File: src/rtl/sample_fifo_pkg.sv
package sample_fifo_pkg;
  // Packed layout: the first member is the MSB, so empty lands on bit 0.
  typedef struct packed {
    logic ovf;
    logic unf;
    logic full;
    logic afull;
    logic empty;
  } fifo_stat_t;
endpackage

File: src/rtl/sample_fifo_ctrl.sv
module sample_fifo_ctrl #(
  parameter int DEPTH = 4,
  localparam int AW = (DEPTH > 1) ? $clog2(DEPTH) : 1,
  localparam int CW = $clog2(DEPTH + 1)
) (
  input  logic          clk,
  input  logic          rst,
  input  logic          push_req,
  input  logic          pop_req,
  input  logic          flush,
  output logic          wr_en,
  output logic [AW-1:0] wr_addr,
  output logic          rd_en,
  output logic [AW-1:0] rd_addr,
  output logic [CW-1:0] count,
  output logic          ovf,
  output logic          unf
);
  logic [AW-1:0] wptr, rptr;
  logic full, empty, push_ok, pop_ok;

  function automatic logic [AW-1:0] bump(input logic [AW-1:0] p);
    return (p == AW'(DEPTH - 1)) ? '0 : p + AW'(1);
  endfunction

  assign full    = (count == CW'(DEPTH));
  assign empty   = (count == '0);
  assign push_ok = push_req & ~full & ~ovf & ~flush;
  assign pop_ok  = pop_req & ~empty & ~unf & ~flush;

  always_ff @(posedge clk) begin
    if (rst || flush) begin
      wptr  <= '0;
      rptr  <= '0;
      count <= '0;
      ovf   <= 1'b0;
      unf   <= 1'b0;
    end else begin
      if (push_req && !push_ok) ovf <= 1'b1;
      if (pop_req && !pop_ok)   unf <= 1'b1;
      if (push_ok) wptr <= bump(wptr);
      if (pop_ok)  rptr <= bump(rptr);
      if (push_ok && !pop_ok)      count <= count + CW'(1);
      else if (pop_ok && !push_ok) count <= count - CW'(1);
    end
  end

  assign wr_en   = push_ok;
  assign wr_addr = wptr;
  assign rd_en   = pop_ok;
  assign rd_addr = rptr;

  assert_count_bound_R2: assert property (@(posedge clk) disable iff (rst)
    count <= CW'(DEPTH));
  assert_ovf_sets_R6: assert property (@(posedge clk) disable iff (rst)
    (push_req && full && !flush) |=> ovf);
  assert_ovf_sticky_R6: assert property (@(posedge clk) disable iff (rst)
    (ovf && !flush) |=> (ovf && $stable(wptr)));
  assert_unf_sets_R7: assert property (@(posedge clk) disable iff (rst)
    (pop_req && empty && !flush) |=> unf);
  assert_unf_sticky_R7: assert property (@(posedge clk) disable iff (rst)
    (unf && !flush) |=> (unf && $stable(rptr)));
  assert_flush_clears_R8: assert property (@(posedge clk) disable iff (rst)
    flush |=> (count == '0 && !ovf && !unf && wptr == '0 && rptr == '0));
  assert_pushpop_level_R9: assert property (@(posedge clk) disable iff (rst)
    (push_req && pop_req && !flush && !ovf && !unf && !empty && !full) |=> $stable(count));
endmodule

File: src/rtl/sample_fifo_store.sv
module sample_fifo_store #(
  parameter int DATA_W = 12,
  parameter int DEPTH  = 4,
  localparam int AW = (DEPTH > 1) ? $clog2(DEPTH) : 1
) (
  input  logic              clk,
  input  logic              rst,
  input  logic              wr_en,
  input  logic [AW-1:0]     wr_addr,
  input  logic [DATA_W-1:0] wr_data,
  input  logic              rd_en,
  input  logic [AW-1:0]     rd_addr,
  output logic [DATA_W-1:0] rd_q
);
  logic [DATA_W-1:0] mem [DEPTH];

  always_ff @(posedge clk) begin
    if (wr_en) mem[wr_addr] <= wr_data;
  end

  always_ff @(posedge clk) begin
    if (rst)        rd_q <= '0;
    else if (rd_en) rd_q <= mem[rd_addr];
  end

  assert_rd_hold_R4: assert property (@(posedge clk) disable iff (rst)
    !rd_en |=> $stable(rd_q));
endmodule

File: src/rtl/sample_fifo_status.sv
module sample_fifo_status
  import sample_fifo_pkg::*;
#(
  parameter int DEPTH = 4,
  localparam int CW = $clog2(DEPTH + 1)
) (
  input  logic [CW-1:0] count,
  input  logic          ovf,
  input  logic          unf,
  output fifo_stat_t    stat
);
  always_comb begin
    stat.ovf   = ovf;
    stat.unf   = unf;
    stat.full  = (count == CW'(DEPTH));
    stat.afull = (count == CW'(DEPTH - 1));
    stat.empty = (count == '0);
  end

  always_comb begin
    assert_level_exclusive_R3: assert ($onehot0({stat.empty, stat.afull, stat.full}));
  end
endmodule

File: src/rtl/sample_fifo.sv
module sample_fifo
  import sample_fifo_pkg::*;
#(
  parameter int DATA_W = 12,
  parameter int DEPTH  = 4,
  localparam int AW = (DEPTH > 1) ? $clog2(DEPTH) : 1,
  localparam int CW = $clog2(DEPTH + 1)
) (
  input  logic              clk,
  input  logic              rst,
  input  logic              conv_wr,
  input  logic [DATA_W-1:0] conv_data,
  input  logic              sw_wr,
  input  logic [DATA_W-1:0] sw_data,
  input  logic              rd,
  input  logic              flush,
  output logic [DATA_W-1:0] rd_data,
  output logic [4:0]        status
);
  logic              wr_en, rd_en, ovf, unf;
  logic [AW-1:0]     wr_addr, rd_addr;
  logic [CW-1:0]     count;
  logic [DATA_W-1:0] push_data;
  fifo_stat_t        stat;

  // The converter sample takes precedence over a same-cycle software write.
  assign push_data = conv_wr ? conv_data : sw_data;

  sample_fifo_ctrl #(.DEPTH(DEPTH)) u_ctrl (
    .clk(clk), .rst(rst), .push_req(conv_wr | sw_wr), .pop_req(rd),
    .flush(flush), .wr_en(wr_en), .wr_addr(wr_addr), .rd_en(rd_en),
    .rd_addr(rd_addr), .count(count), .ovf(ovf), .unf(unf)
  );

  sample_fifo_store #(.DATA_W(DATA_W), .DEPTH(DEPTH)) u_store (
    .clk(clk), .rst(rst), .wr_en(wr_en), .wr_addr(wr_addr),
    .wr_data(push_data), .rd_en(rd_en), .rd_addr(rd_addr), .rd_q(rd_data)
  );

  sample_fifo_status #(.DEPTH(DEPTH)) u_status (
    .count(count), .ovf(ovf), .unf(unf), .stat(stat)
  );

  assign status = stat;
endmodule

File: config.mk
export PLATFORM = sky130hd
export DESIGN_NAME = sample_fifo
export DESIGN_NICKNAME = d
export VERILOG_FILES = /design/src/rtl/sample_fifo_pkg.sv /design/src/rtl/sample_fifo_ctrl.sv /design/src/rtl/sample_fifo_store.sv /design/src/rtl/sample_fifo_status.sv /design/src/rtl/sample_fifo.sv
export SDC_FILE = /design/constraint.sdc
export NUM_CORES = 1
export LEC_CHECK = 0
export ABC_AREA = 1
export BUFFER_PORTS_ARGS = -buffer_cell sky130_fd_sc_hd__buf_2
export CORE_UTILIZATION = 58
export CTS_BUF_LIST = sky130_fd_sc_hd__clkbuf_2
export CTS_CLUSTER_SIZE = 28
export DETAILED_ROUTE_END_ITERATION = 8
export PLACE_DENSITY_LB_ADDON = 0.12
export SLEW_MARGIN = 20
export SYNTH_ARGS = -nofsm -noshare
export SYNTH_HDL_FRONTEND = slang
export SYNTH_HIERARCHICAL = 1
export SYNTH_SLANG_ARGS = --single-unit
File: constraint.sdc
create_clock -name clk -period 2.6 [get_ports clk]
set_input_delay 0.26 -clock clk [delete_from_list [all_inputs] [get_ports clk]]
set_output_delay 0.26 -clock clk [all_outputs]
set_load 0.005 [all_outputs]
==> run summary <==
Outcome -> completed
Count leader, synth -> nand2_1
TNS Setup -> 0 ps
Clock Pin Slew Worst Setup and Hold Paths -> 180 ps
Gr usage total -> 21.5%
Core Region -> 5110 um^2
Slew margin rel. -> 48.1%
Hold WC Path Type -> in2reg
Fin nets -> 391
# IOs -> 47
Vias -> 2131
Critical Path Start -> u_ctrl/count[0]$_SDFFE_PP0P_
Seq/Total Area, Yosys -> 60.7%
Max H-tree Level -> 3
Layout cells sized above 1 -> 28.2%
Flops & latches, synth -> 69
VDD IR-drop max -> 0.000412 V
Vias in the first global route -> 1794
CTS Hold Bufs -> 0
Ant. Diodes -> 0
Max Fclk -> 520 MHz
Clock buffer depth -> 2
Critical Path Fanout Max -> 5
Post_cts resized -> 0
Clock latency on the worst-skew pair -> 470 ps
Post-Syn Nets -> 341
Critical path class -> reg2reg
Die height -> 74.7 um
CP endpoint kind -> flip-flop
Max Slew Vio Count -> 0
Worst path arrival time -> 2350 ps
Initial antenna violation count -> 0
Synth top cells by count -> nand2_1, edfxtp_1, nand3_1
DP HPWL -> 3650 um
Remaining Overflow, GRT -> 0
EDFF count, synth -> 48
Async SR Flop Fraction -> 0%
Fin. Hold Viols -> 0
Crit start category -> flip-flop
Final period utilization -> 74.0%
Synth-to-Final Area Change -> 12.4%
Site row count -> 26
Main synth FF type -> edfxtp_1
Width of the die -> 74.7 um
Clk_skew -> 23.1 ps
Routed vias/inst -> 4.93
Mapped Avg Cell Area -> 9.99 um^2
CTS tree -> done
DRC violations left -> 0
R2r startpoint -> u_ctrl/count[0]$_SDFFE_PP0P_
Maxcap violations -> 0
Most area-consuming cells after synthesis -> edfxtp_1, dfxtp_1, nand2_1, nand3_1, a21oi_2
HP Start -> rd
DIE AREA -> 5580 um^2
CP max stage cell -> dfxtp_1
Unique cell type count in the Yosys netlist -> 26
Tmin final -> 1920 ps
Area leader, netlist -> edfxtp_1
Endpoints failing setup -> 0
Initial Utilization -> 60.1%
WL/cell -> 12.7 um
Mapped Cells -> 307
Worst-margin pin slew -> 777 ps
Total CTS buffers -> 9
Setup repair bufs after CTS -> 0
Number of detailed-route iterations in the first pass -> 4
WP data required -> 3030 ps
Worst path cell trace -> inv_2 > nand3_1 > nand2_2 > inv_1 > ha_1 > inv_1 > fa_1 > nand2_1 > nand3_1 > nand2_1 > nand2_1 > nor2_1
Post-Syn Area -> 3070 um^2
P_leak -> 0.00149 uW
Largest net degree at the start of global routing -> 25
Hold slack -> 52.0 ps
WL final -> 5480 um
First-pass GRT wire length -> 8350 um
Gpl congestion -> 0.738
Unrepaired setup endpoints after global routing -> false
Syn. warnings -> 6
PwrDens -> 619 nW/um^2
Post-route ant nets -> 0
Root Buffer Master -> clkbuf_2
CP delay by family, top -> simple AND/OR/NAND/NOR gates
Crit path top cell by count -> nand2_1
Port bufs -> 46
Clk sinks -> 69
Synth top area share -> 47.0%
Drt first-iter violations -> 78
CP bufs+invs -> 3
CP peak stage delay -> 480 ps
-- tightest hold or removal path: stages --
cell and delay [ps]:
buf_2 80, o21ai_0 60, nor2_1 90
-- power breakdown --
part	internal [uW]	switching, uW	total (uW)
clock network	322	360	683
registers	1220	21.3	1240
logic	80.6	129	209
-- cell families after synthesis --
family	count (synthesis)	synth area share [%]
and+or+nand+nor	166	23.9
DFF	69	60.7
buffers and inverters	37	7.06
AOI/OAI and AO/OA	31	6.53
adders and majority gates	4	1.88
-- worst paths after layout --
kind | endpoint | slack (ps) | depth (start not counted)
setup / recovery | u_ctrl/count[2]$_SDFFE_PP0P_ | 680 | 12
hold / removal | u_ctrl/unf$_SDFFE_PP0P_ | 50 | 3
setup reg to reg | u_ctrl/count[2]$_SDFFE_PP0P_ | 680 | 12
hold reg to reg | u_store/rd_q[5]$_SDFFE_PP0P_ | 560 | 2
-- sequential cells by signal (all words and copies together), names as in the netlist --
signal and cells:
u_store/mem 48, u_store/rd_q 12, u_ctrl/count 3, u_ctrl/rd_addr 2, u_ctrl/wr_addr 2, u_ctrl/ovf 1
u_ctrl/unf 1
-- cell type report --
cell class / instances / area (um^2)
Sequential cell: 69 / 1860
Fill cell: 435 / 1660
Clock buffer: 11 / 55.1
Multi-Input combinational cell: 201 / 990
Clock inverter: 5 / 76.3
Timing Repair Buffer: 53 / 283
Tap cell: 70 / 87.6
Inverter: 23 / 93.8
-- cells in the final DEF (no fill, tap or decap), types with 2 or more instances in the layout --
master / synthesis / final
nand2_1: 102 / 102
edfxtp_1: 48 / 48
buf_2: 4 / 46
nand3_1: 26 / 26
dfxtp_1: 21 / 21
inv_1: 19 / 19
o21ai_0: 15 / 15
nor2_1: 14 / 14
a21oi_2: 12 / 12
clkbuf_2: 0 / 11
nand2_2: 11 / 11
buf_4: 3 / 7
a21oi_1: 4 / 4
nor3_1: 4 / 4
inv_2: 3 / 3
ha_1: 3 / 3
bufinv_16: 0 / 2
nor2_4: 2 / 2
nor2_2: 2 / 2
nand3b_1: 2 / 2
-- metrics by stage --
stage	instances	util [%]	setup slack [ps]	instance area, um^2	total power (uW)
final	432	67.5	675	3450	2130
after detailed placement	416	64.9	477	3320	1480
after global routing	432	67.5	494	3450	2230
after CTS	432	67.5	692	3450	2150
after floorplan	307	-	524	3070	1410
after global placement	416	64.9	560	3320	1470
-- metal layers --
layer	vias up	global-route usage, %	wire length [um]
li1	1118	-	-
met1	952	27.4	2650
met2	52	33.7	2540
met3	9	5.49	191
met4	0	11.7	91
met5	-	0	0
(Power assumes the default switching activity.)
